--- src/rtl/async_char_tx_pkg.sv ---
`timescale 1ns/1ps
package async_char_tx_pkg;
    typedef enum logic [2:0] {
        ST_IDLE,
        ST_START,
        ST_DATA,
        ST_PAR,
        ST_STOP
    } tx_state_e;
endpackage

--- src/rtl/tx_hold_reg.sv ---
`timescale 1ns/1ps
module tx_hold_reg #(
    parameter int DATA_W = 8
) (
    input  logic              clk,
    input  logic              rst_n,
    input  logic              load,
    input  logic [DATA_W-1:0] din,
    input  logic              take,
    output logic              pend,
    output logic [DATA_W-1:0] dout
);
    typedef struct packed {
        logic              full;
        logic [DATA_W-1:0] data;
    } hold_t;

    hold_t h_d, h_q;

    always_comb begin
        h_d = h_q;
        if (load) begin
            h_d.full = 1'b1;
            h_d.data = din;
        end else if (take) begin
            h_d.full = 1'b0;
        end
    end

    always_ff @(posedge clk or negedge rst_n) begin
        if (!rst_n) h_q <= '0;
        else        h_q <= h_d;
    end

    assign pend = h_q.full;
    assign dout = h_q.data;


    pend_kept_chk: assert property (@(posedge clk) disable iff (!rst_n)
        (h_q.full && !load && !take) |=> h_q.full);
endmodule

--- src/rtl/tx_parity.sv ---
`timescale 1ns/1ps
module tx_parity #(
    parameter int DATA_W = 8,
    parameter int MIN_W  = 5
) (
    input  logic [DATA_W-1:0] data,
    input  logic [1:0]        wlen,
    output logic              xor_out
);
    logic [DATA_W-1:0] mask;

    for (genvar g = 0; g < DATA_W; g++) begin : g_mask
        assign mask[g] = (g < MIN_W) ? 1'b1 : (g < MIN_W + int'(wlen));
    end

    assign xor_out = ^(data & mask);
endmodule

--- src/rtl/tx_frame_engine.sv ---
`timescale 1ns/1ps
module tx_frame_engine
    import async_char_tx_pkg::*;
#(
    parameter int DATA_W     = 8,
    parameter int OVERSAMPLE = 16,
    parameter int MIN_W      = 5
) (
    input  logic              clk,
    input  logic              rst_n,
    input  logic              tick,
    input  logic              pend,
    input  logic [DATA_W-1:0] pdata,
    input  logic              pxor,
    input  logic [1:0]        wlen,
    input  logic              par_en,
    input  logic              par_even,
    input  logic              stop_long,
    output logic              take,
    output logic              ser_bit,
    output logic              busy
);
    localparam int CNT_W = $clog2(2 * OVERSAMPLE);
    localparam int IDX_W = $clog2(DATA_W + 1);
    localparam logic [CNT_W-1:0] BIT_LAST   = CNT_W'(OVERSAMPLE - 1);
    localparam logic [CNT_W-1:0] STOP1_LAST = CNT_W'(OVERSAMPLE - 1);
    localparam logic [CNT_W-1:0] STOPH_LAST = CNT_W'((3 * OVERSAMPLE) / 2 - 1);
    localparam logic [CNT_W-1:0] STOP2_LAST = CNT_W'(2 * OVERSAMPLE - 1);

    typedef struct packed {
        tx_state_e         state;
        logic [CNT_W-1:0]  cnt;
        logic [DATA_W-1:0] sh;
        logic [IDX_W-1:0]  idx;
        logic [IDX_W-1:0]  nbits;
        logic              par_on;
        logic              par_bit;
        logic [CNT_W-1:0]  stop_last;
    } eng_t;

    eng_t r_d, r_q;
    logic bit_done;
    logic start_ok;

    always_comb begin
        r_d      = r_q;
        take     = 1'b0;
        start_ok = 1'b0;
        bit_done = tick && (r_q.cnt == ((r_q.state == ST_STOP) ? r_q.stop_last : BIT_LAST));
        if (tick && r_q.state != ST_IDLE) r_d.cnt = r_q.cnt + 1'b1;
        case (r_q.state)
            ST_IDLE:  start_ok = pend;
            ST_START: if (bit_done) begin
                r_d.state = ST_DATA;
                r_d.cnt   = '0;
                r_d.idx   = '0;
            end
            ST_DATA:  if (bit_done) begin
                r_d.cnt = '0;
                r_d.sh  = r_q.sh >> 1;
                if (r_q.idx == r_q.nbits - 1'b1) r_d.state = r_q.par_on ? ST_PAR : ST_STOP;
                else                             r_d.idx   = r_q.idx + 1'b1;
            end
            ST_PAR:   if (bit_done) begin
                r_d.state = ST_STOP;
                r_d.cnt   = '0;
            end
            ST_STOP:  if (bit_done) begin
                r_d.cnt = '0;
                if (pend) start_ok  = 1'b1;
                else      r_d.state = ST_IDLE;
            end
            default:  r_d.state = ST_IDLE;
        endcase
        if (start_ok) begin
            take          = 1'b1;
            r_d.state     = ST_START;
            r_d.cnt       = '0;
            r_d.sh        = pdata;
            r_d.nbits     = IDX_W'(MIN_W) + IDX_W'(wlen);
            r_d.par_on    = par_en;
            r_d.par_bit   = par_even ? pxor : ~pxor;
            if (!stop_long)       r_d.stop_last = STOP1_LAST;
            else if (wlen == 2'd0) r_d.stop_last = STOPH_LAST;
            else                  r_d.stop_last = STOP2_LAST;
        end
    end

    always_ff @(posedge clk or negedge rst_n) begin
        if (!rst_n) begin
            r_q       <= '0;
            r_q.state <= ST_IDLE;
        end else begin
            r_q <= r_d;
        end
    end

    always_comb begin
        case (r_q.state)
            ST_START: ser_bit = 1'b0;
            ST_DATA:  ser_bit = r_q.sh[0];
            ST_PAR:   ser_bit = r_q.par_bit;
            default:  ser_bit = 1'b1;
        endcase
    end

    assign busy = (r_q.state != ST_IDLE);


    no_tick_hold_chk: assert property (@(posedge clk) disable iff (!rst_n)
        (!tick && r_q.state != ST_IDLE) |=> ($stable(r_q.state) && $stable(r_q.cnt)));

    stop_bound_chk: assert property (@(posedge clk) disable iff (!rst_n)
        (r_q.state == ST_STOP) |-> (r_q.cnt <= r_q.stop_last));

    idx_bound_chk: assert property (@(posedge clk) disable iff (!rst_n)
        (r_q.state == ST_DATA) |-> (r_q.idx < r_q.nbits));

    start_from_pend_chk: assert property (@(posedge clk) disable iff (!rst_n)
        $rose(busy) |-> $past(pend));
endmodule

--- src/rtl/async_char_tx.sv ---
`timescale 1ns/1ps
module async_char_tx #(
    parameter int DATA_W     = 8,
    parameter int OVERSAMPLE = 16
) (
    input  logic              clk,
    input  logic              rst_n,
    input  logic              tick16,
    input  logic              load,
    input  logic [DATA_W-1:0] load_data,
    input  logic [1:0]        wlen,
    input  logic              par_en,
    input  logic              par_even,
    input  logic              stop_long,
    input  logic              brk,
    output logic              txd,
    output logic              busy,
    output logic              tx_empty
);
    localparam int MIN_W = 5;

    logic              pend;
    logic              take;
    logic [DATA_W-1:0] pdata;
    logic              pxor;
    logic              ser_bit;

    tx_hold_reg #(.DATA_W(DATA_W)) u_hold (
        .clk(clk), .rst_n(rst_n), .load(load), .din(load_data),
        .take(take), .pend(pend), .dout(pdata)
    );

    tx_parity #(.DATA_W(DATA_W), .MIN_W(MIN_W)) u_par (
        .data(pdata), .wlen(wlen), .xor_out(pxor)
    );

    tx_frame_engine #(.DATA_W(DATA_W), .OVERSAMPLE(OVERSAMPLE), .MIN_W(MIN_W)) u_eng (
        .clk(clk), .rst_n(rst_n), .tick(tick16), .pend(pend), .pdata(pdata),
        .pxor(pxor), .wlen(wlen), .par_en(par_en), .par_even(par_even),
        .stop_long(stop_long), .take(take), .ser_bit(ser_bit), .busy(busy)
    );

    assign txd      = ser_bit & ~brk;
    assign tx_empty = ~pend & ~busy;


    empty_not_busy_chk: assert property (@(posedge clk) disable iff (!rst_n)
        tx_empty |-> !busy);

    idle_line_high_chk: assert property (@(posedge clk) disable iff (!rst_n)
        (!busy && !brk) |-> txd);
endmodule

--- config.mk ---
export PLATFORM = sky130hd
export DESIGN_NAME = async_char_tx
export DESIGN_NICKNAME = d
export VERILOG_FILES = /design/src/rtl/async_char_tx_pkg.sv /design/src/rtl/tx_hold_reg.sv /design/src/rtl/tx_parity.sv /design/src/rtl/tx_frame_engine.sv /design/src/rtl/async_char_tx.sv
export SDC_FILE = /design/constraint.sdc
export NUM_CORES = 1
export LEC_CHECK = 0
export ABC_AREA = 1
export BUFFER_PORTS_ARGS = -buffer_cell sky130_fd_sc_hd__buf_4
export CAP_MARGIN = 20
export CORE_MARGIN = 1
export CORE_UTILIZATION = 40
export DETAILED_ROUTE_END_ITERATION = 10
export RECOVER_POWER = 100
export SETUP_SLACK_MARGIN = 0.4
export SYNTH_ARGS = -nofsm -noshare
export SYNTH_HDL_FRONTEND = slang
export SYNTH_HIERARCHICAL = 1
export SYNTH_SLANG_ARGS = --single-unit
--- constraint.sdc ---
create_clock -name clk -period 2.27 [get_ports clk]
set_clock_uncertainty 0.15 [all_clocks]
set_input_delay 0.227 -clock clk [delete_from_list [all_inputs] [get_ports clk]]
set_output_delay 0.227 -clock clk [all_outputs]
set_load 0.02 [all_outputs]
[After elaboration in Yosys (flattened, before gate mapping)]
Cells that the tools add are included.
Word-level totals
  word-level logic and storage cells: 80
  input bits: 18
  register bits after elaboration: 40
  output and inout port bits: 3
Cells by class
  order comparisons: 3
  bitwise operators: 7
  reductions and logical operators: 13
  equality and inequality tests: 16
  mux-type cells: 26
  add/sub/neg operators: 5
Operators with widths (number)
  $lt A4 B32 Y1 const A: 2
  $mux W8: 4
  $mux W20: 1
  $pmux W5 S4: 1
  $mux W16: 1
  $mux W5: 3
  $ne A3 B1 Y1 const B: 5
  $pmux W3 S5: 1
  $mux W4: 3
  $mux W3: 3
  $add A3 B2 Y4 const A: 2
  $and A8 B8 Y8: 1
  $pmux W4 S2: 1
  $reduce_bool A2 Y1: 4
  $reduce_xor A8 Y1: 1
  $reduce_and A7 Y1: 1
  $eq A3 B2 Y1 const B: 2
  $mux W1: 6
  $ne A2 B1 Y1 const B: 3
  $add A5 B1 Y5 const B: 1
  $eq A5 B5 Y1: 1
  $add A4 B1 Y4 const B: 1
  $eq A4 B4 Y1: 1
  $lt A3 B4 Y1 const A: 1
  15 further kinds: 20

[Logic depth before layout (Yosys ltp)]
Gate-level depths: netlist (run 1).
  word-level depth: 9
  gate-level depth with buffers: 14
  mapped depth without buffers: 13

[Modules after synthesis]
Netlist (run 1), hierarchy kept.
By module, submodules not included
  tx_frame_engine: instances 1, area each 1794.2 µm², cells each 246
  tx_hold_reg: instances 1, area each 341.6 µm², cells each 38
  tx_parity: instances 1, area each 142.6 µm², cells each 28
  async_char_tx: instances 1, area each 13.8 µm², cells each 3

[Worst setup path before layout (run 1)]
No wires, ideal clock.
  path type: register to register
  start: reg u_eng/r_q[29] (netlist bit)
  end: reg u_hold.h_q (netlist bit u_hold/pend)
  arrival time: 1.470 ns
  stages on the path, launching flop included: 14
  slack: 0.530 ns
  buffers on the path: 1
  data required time: 2.001 ns
  library setup time: 0.119 ns
  clock period less this slack: 1.740 ns
  path through: dfrtp_1 > nor2_4 > nand3_1 > nand2_1 > nand2_1 > nor2_2 > nand2_4 > nand2_8 > nand2_8 > inv_6 > buf_6 > inv_1 > nand2_1 > nand2_1
On the way
  word-level cells in the longest chain between the ends: 8
  elaborated cells between the ends (all ways): 9
  those cells by class: eq/ne (2); mux (4); reduce/logical (3)
RTL lines
  start: declaration: RTL line tx_frame_engine.sv:41  | eng_t r_d, r_q;
  start signal: assignment: RTL line tx_frame_engine.sv:94  | r_q <= r_d;
  $eq A3 B3 Y1: RTL line tx_frame_engine.sv:49, tx_frame_engine.sv:51
  $mux W5: RTL line tx_frame_engine.sv:49  | bit_done = tick && (r_q.cnt == ((r_q.state == ST_STOP) ? r_q.stop_last : BIT_LAST));
  $eq A5 B5 Y1: RTL line tx_frame_engine.sv:49
  $logic_and A1 B1 Y1: RTL line tx_frame_engine.sv:49
  $mux W1: RTL line tx_frame_engine.sv:68  | ST_STOP: if (bit_done) begin
  $pmux W1 S2 *: RTL line tx_frame_engine.sv:51  | case (r_q.state)
  $mux W1 *: RTL line tx_frame_engine.sv:75  | if (start_ok) begin
  named net take: RTL line async_char_tx.sv:23  | logic take;
  $reduce_bool A2 Y1 (no line) *
  end signal: assignment: RTL line tx_hold_reg.sv:31  | if (!rst_n) h_q <= '0;
  end signal: assignment: RTL line tx_hold_reg.sv:32  | else h_q <= h_d;
  end: declaration: RTL line tx_hold_reg.sv:18  | hold_t h_d, h_q;
Mark *: on every way through the listed nets, which the timed path passes. The rest lies on a longest branch.
A chain may end at the register's enable or synchronous reset.

==> results.md, run 1 <==
- Storage cell area: roughly 950 µm²
- Worst slew pin tran: ~0.95 ns
- Crit Path Max Fanout: 11
- Final Cycle Share: approximately 88%
- Initial Util: roughly two fifths
- Fmax: roughly 500 MHz
- Worst Path Buf+Inv: 3
- Mapped cell area: roughly 2300 µm²
- Ant. Diodes: 0
- Multi-input logic area: around 1200 µm²
- Die Area: around 6000 µm²
- Placed Area: approximately 2500 µm²
- Gpl congestion: just over 0.8
- Final slew viol count: 0
- Global-route wire length before repair: 8830 µm
- Vias in the first global route: ~2,000
- Pin count of the biggest net entering global routing: 39
- Sink Count: 38
- DRT Pass-1 Iters: 4
- Mean Syn Cell Area: slightly above 7 µm²
- HPWL Detailed: 3450 µm
- Final #Nets: between 300 and 400
- Final TNS setup: 0 ns
- RSZ-0062 raised after global routing: yes
- Port buffer count: 20
- H-Tree Depth: 2
- Worst-Skew Late Latency: between 0.2 and 0.3 ns
- DRT antenna net count: 0
- Commonest non-fill, non-tap cell in the layout: nand2_1
- CP max-delay cell: dfrtp_1
- Worst hold path class: in2reg
- Most frequent cells in the layout: nand2_1 (127), dfrtp_1 (36), inv_1 (33), nand3_1 (24), buf_4 (19)
- Critical setup path kind: reg2reg
- Area growth syn-to-layout: 28.2%
- Worst setup EP type: flop
- Residual DRC count: 0
- Mapped Cells: 315
- Die height: 77.7 µm
- #FFs+latches synth: 38
- Routed wire per std cell: 11.6 µm
- Fillers: around 550
- Max_cap viols: 0
- Share of cells above drive strength 1: 23.2%
- Status: finished clean
- Peak VDD IR: 0.000453 V
- Worst path cell trace: inv_1 -> nand2_2 -> nor2_4 -> nand3_2 -> nand2_1 -> nor2_2 -> nand2_2 -> nand2_8 -> nand2_8 -> inv_12 -> buf_4 -> nor3_1
- Routed via count: ~2,100
- Core Util, Final: between 50 and 60%
- Lkg Pwr: 0.00153 µW
- Final hold violation count: 0
- Initial antenna violation count: 0
- Post-Route WL: just over 5000 µm
- Seq/Total Area, Yosys: between 40 and 50%
- Site row count: 27
- Die W: a little under 80 µm
- Remaining Overflow, GRT: 0
- PD cells: 920 nW/µm²
- All-Layer GR Usage: a little under a fifth
- Worst Setup Start Kind: flop
- CP peak stage delay: roughly 0.46 ns
- Synth warn: 6
- CP Data Required Time: about 2.3 ns
- Syn_nets: around 340
- Vias/cell: 4.69
- Core area: about 5500 µm²
- 1st-iter DRT viols: 89
- TritonCTS buffer count: 5
- Synth cell types: 24
- Min Clock Period, post-route: 1.99 ns
- Final setup violation count: 0
- Post-Layout Inst Area: about 2900 µm²
- Critical Path AT: between 2 and 2.5 ns
- Deepest clock path buffer count: 2
- Max transition margin: between 30% and 40%
- Root buf cell: clkbuf_8
- Clock-pin slew on the worst setup and hold paths: around 0.08 ns
- I/O pin cnt: 21
- CTS tree: done
- Top Family by Delay on Critical Path: simple AND/OR/NAND/NOR gates
## Yosys cell counts (all sizes together)
| cell | n | area, µm² |
|---|---|---|
| inv | 39 | 151 |
| xor2 | 7 | 61.3 |
| a21oi | 4 | 20.0 |
| nor2 | 25 | 131 |
| xnor2 | 3 | 26.3 |
| dfrtp | 38 | 951 |
| nand2 | 138 | 561 |
| o21ai | 12 | 60.1 |
| clkinv | 1 | 3.75 |
| buf | 4 | 45.0 |
| nand4 | 3 | 18.8 |
| ha | 5 | 62.6 |
| nor3 | 6 | 30.0 |
| mux2i | 1 | 10.0 |
| nand3 | 29 | 160 |
## layout make-up
cell class,instances,share of cell area (%)
clock buffer,7,2.94
clock inverter,1,0.170
inverter,40,5.53
multi-input combinational,233,42.2
sequential,38,32.4
tap,72,3.07
timing repair buffer,47,13.7
## timing repair
item,CTS,global route
endpoints found under the setup margin,23,32
hold endpoints to repair,48,0
hold buffers,11,0
cloned,0,0
gates resized for setup,7,39
pin swaps,6,23
setup buffers,5,10
## per-layer routing
metal	up-vias	GRT usage [%]	part of all wire [%]
met5	-	0	0
met4	0	6.79	1.6
met3	9	3.65	2.7
met2	28	32.8	49
met1	944	22.8	46
li1	1073	-	-
## worst register-to-register path, cell delays in order (launching register included)
cell and delay [ns]:
dfrtp_1 0.46, inv_1 0.16, nand2_2 0.08, nor2_4 0.10
nand3_2 0.06, nand2_1 0.07, nor2_2 0.04, nand2_2 0.21
nand2_8 0.10, nand2_8 0.11, inv_12 0.06, buf_4 0.16
nor3_1 0.14
## per-stage QoR
stage	worst slack (ns)	hold WS (ns)	instances	power, µW
2_1_floorplan	0.530	-0.219	315	1710
3_3_place_gp	0.239	0.0839	404	1920
3_5_place_dp	0.224	0.0893	404	1940
4_1_cts	0.376	0.0107	428	2510
5_1_grt	0.138	0.0207	438	2950
6_report	0.282	0.0184	438	2700
## worst paths after layout
| path | slack (ns) | to | depth (start not counted) | from |
|---|---|---|---|---|
| setup / recovery | 0.28 | u_eng/r_q[27] | 12 | u_eng/r_q[29] |
| hold / removal | 0.02 | u_eng/r_q[7] | 2 | wlen[0] |
| setup reg to reg | 0.28 | u_eng/r_q[27] | 12 | u_eng/r_q[29] |
| hold reg to reg | 0.33 | u_eng/r_q[21] | 2 | u_eng/r_q[21] |
| max in group asynchronous | 0.85 | u_eng/r_q[30] | 2 | rst_n |
| min in group asynchronous | 0.47 | u_eng/r_q[11] | 2 | rst_n |
## flip-flops by register name, summed over array words and instances, names as in the netlist
register     count
u_hold/pend      1
u_eng/r_q       29
u_hold/dout      8
## kinds of logic (layout without fill, tap and decap cells)
group,Yosys count,count (layout),share of synthesized area (%)
muxes,1,1,0.437
adders and majority gates,5,5,2.73
xor gates and xnor gates,10,10,3.82
AOI/OAI and AO/OA,16,16,3.49
DFF,38,38,41.5
and+or+nand+nor,201,201,39.3
buffers and inverters,44,95,8.73
## power by group
group | leakage [µW] | internal (µW) | switching (µW)
Combinational | 0.00101 | 508 | 716
Clock | 0.0000482 | 245 | 248
Sequential | 0.000471 | 851 | 135
Total | 0.00153 | 1600 | 1100
No activity file was read; power rests on OpenSTA's default activity.
==> inputs of run 2 (changes only) <==
--- a/config.mk
+++ b/config.mk
@@ -9,10 +9,12 @@
 export BUFFER_PORTS_ARGS = -buffer_cell sky130_fd_sc_hd__buf_4
 export CAP_MARGIN = 20
 export CORE_MARGIN = 1
-export CORE_UTILIZATION = 40
+export CORE_UTILIZATION = 59
 export DETAILED_ROUTE_END_ITERATION = 10
+export PLACE_DENSITY = 0.77
 export RECOVER_POWER = 100
 export SETUP_SLACK_MARGIN = 0.4
+export SLEW_MARGIN = 20
 export SYNTH_ARGS = -nofsm -noshare
 export SYNTH_HDL_FRONTEND = slang
 export SYNTH_HIERARCHICAL = 1
==> results.md, run 2 (synthesized netlist as in run 1, its figures left out) <==
- Register with the most flip-flops: u_eng/r_q (unchanged)
- Post-Route WL: 5660 µm (was 5080 µm)
- Cells after DPL: 379 (was 404)
- Commonest non-fill, non-tap cell in the layout: nand2_1 (unchanged)
- Die W: 64.3 µm (was 77.7 µm)
- Worst Setup Start Kind: flop (unchanged)
- Sink Count: 38 (unchanged)
- RSZ-0062 raised after global routing: yes (unchanged)
- Worst slew pin tran: 0.963 ns (was 0.951 ns)
- Ant. Diodes: 0 (unchanged)
- Finished Layout Cells: 417 (was 438)
- Root buf cell: clkbuf_8 (unchanged)
- CP Data Required Time: 2.30 ns (was 2.33 ns)
- Final #Nets: 391 (was 388)
- Critical setup path kind: reg2reg (unchanged)
- Lkg Pwr: 0.00158 µW (was 0.00153 µW)
- Placed Area: 2460 µm² (was 2490 µm²)
- Final slew viol count: 0 (unchanged)
- Min Clock Period, post-route: 2.10 ns (was 1.99 ns)
- Share of cells above drive strength 1: 24.9% (was 23.2%)
- Peak VDD IR: 0.000511 V (was 0.000453 V)
- Deepest clock path buffer count: 2 (unchanged)
- All-Layer GR Usage: 27.5% (was 18.8%)
- Final TNS setup: 0 ns (unchanged)
- Routed via count: 2,204 (was 2,054)
- Site row count: 22 (was 27)
- HPWL Detailed: 3340 µm (was 3450 µm)
- CTS tree: done (unchanged)
- Final setup violation count: 0 (unchanged)
- GR peak layer: met2 (unchanged)
- TritonCTS buffer count: 5 (unchanged)
- Storage cell area: 952 µm² (was 953 µm²)
- DRT Pass-1 Iters: 4 (unchanged)
- Fmax: 476 MHz (was 503 MHz)
- Global-route wire length before repair: 8650 µm (was 8830 µm)
- Clock-pin slew on the worst setup and hold paths: 0.08 ns (about the same)
- Area growth syn-to-layout: 30.0% (was 28.2%)
- Max_cap viols: 0 (unchanged)
- H-Tree Depth: 2 (unchanged)
- Vias in the first global route: 2,088 (was 1,991)
- Fillers: 262 (was 554)
- Residual DRC count: 0 (unchanged)
- Vias/cell: 5.29 (was 4.69)
- Final setup margin: 0.168 ns (was 0.282 ns)
- Pre-CTS WS: 0.250 ns (was 0.224 ns)
- Crit Path Max Fanout: 6 (was 11)
- Met3 Usage GRT: 6.07% (was 3.65%)
- Routed wire per std cell: 13.6 µm (was 11.6 µm)
- Post-Layout Inst Area: 2980 µm² (was 2940 µm²)
- Max transition margin: 35.8% (was 36.6%)
- Die Area: 4140 µm² (was 6040 µm²)
- 1st-iter DRT viols: 117 (was 89)
- Largest register FFs: 29 (unchanged)
- Initial Util: 62.1% (was 41.6%)
- Worst setup EP type: flop (unchanged)
- Initial antenna violation count: 0 (unchanged)
- Worst-Skew Late Latency: 0.30 ns (was 0.29 ns)
- Critical Path AT: 2.13 ns (was 2.05 ns)
- Most frequent cells in the layout: nand2_1 (124), dfrtp_1 (37), inv_1 (31), nand3_1 (22), buf_4 (18) (was nand2_1 (127), dfrtp_1 (36), inv_1 (33), nand3_1 (24), buf_4 (19))
- GR Util met1: 30.0% (was 22.8%)
- Worst hold path class: in2reg (unchanged)
- Status: finished clean (unchanged)
- I/O pin cnt: 21 (unchanged)
- PD cells: 969 nW/µm² (was 920 nW/µm²)
- Port buffer count: 20 (unchanged)
- Gpl congestion: 0.836 (was 0.825)
- Pin count of the biggest net entering global routing: 39 (unchanged)
- Core area: 3690 µm² (was 5510 µm²)
- Multi-input logic area: 1280 µm² (was 1240 µm²)
- DRT antenna net count: 0 (unchanged)
- Final Total Pwr: 2890 µW (was 2700 µW)
- Final Cycle Share: 92.6% (was 87.6%)
- Global Route met2 Usage: 48.8% (was 32.8%)
- Die height: 64.3 µm (was 77.7 µm)
- Final hold violation count: 0 (unchanged)
- Remaining Overflow, GRT: 0 (unchanged)
[run 2: cell count changes in the layout (fill, tap and decap cells not counted), moves of 2 or more]
cell and delta:
nor2_1 +4, nand2_4 +3, nand2_1 -3, inv_1 -2, o21ai_1 -3, nand3_1 -2, nor2_2 -3, o21ai_2 +3
[run 2: timing repair]
item | 4_1_cts | 5_1_grt
endpoints found under the setup margin | 24 | 31
hold endpoints to repair | 47 | 1
buffers inserted | 9 | 8
pin swaps | 5 | 13
hold buffers | 10 | 1
gates resized for setup | 10 | 44
gates cloned | 0 | 2
[run 2: final timing paths]
kind                               start       endpoint  slack [ns]  cells past startpoint
max                        u_eng/r_q[28]   u_eng/r_q[9]        0.17                     11
min                              wlen[0]   u_eng/r_q[7]        0.03                      2
max reg2reg                u_eng/r_q[28]   u_eng/r_q[9]        0.17                     11
min reg2reg                u_eng/r_q[20]  u_eng/r_q[20]        0.33                      2
max in group asynchronous          rst_n  u_eng/r_q[29]        0.86                      2
min in group asynchronous          rst_n  u_eng/r_q[30]        0.46                      2
[run 2: area by class of cell]
| class | count | share of cell area, % |
|---|---|---|
| timing repair inverter | 1 | 0.294 |
| clock inverter | 3 | 1.34 |
| sequential | 38 | 31.9 |
| timing repair buffer | 48 | 13.6 |
| inverter | 40 | 5.58 |
| clock buffer | 5 | 2.31 |
| multi-input combinational | 234 | 42.9 |
| tap | 48 | 2.02 |
[run 2: stage by stage]
| step | hold slack, ns | util (%) |
|---|---|---|
| 2_1_floorplan | -0.219 | - |
| 3_3_place_gp | 0.0704 | 66.6 |
| 3_5_place_dp | 0.0751 | 66.6 |
| 4_1_cts | 0.000894 | 74.9 |
| 5_1_grt | 0.0494 | 80.8 |
| 6_report | 0.0299 | 80.8 |
[run 2: power by group]
part	internal, µW	switching [µW]	total (µW)
registers	849	135	984
clock network	323	248	571
logic	534	798	1330
total	1710	1180	2890
[run 2: worst max-delay path: stages (launching register included)]
cell and delay, ns:
dfrtp_1 0.44, nor2_4 0.20, nand3_1 0.16, nand2_1 0.13
nand2_1 0.07, nor2_1 0.19, nand2_4 0.15, nand2_8 0.13
nand2_8 0.08, buf_6 0.15, nand2_1 0.07, o21ai_2 0.05
[run 2: routing by layer]
metal	part of all wire (%)	wire, µm
met5	0	0
met4	3.1	174
met3	4.1	230
met2	52	2960
met1	41	2290
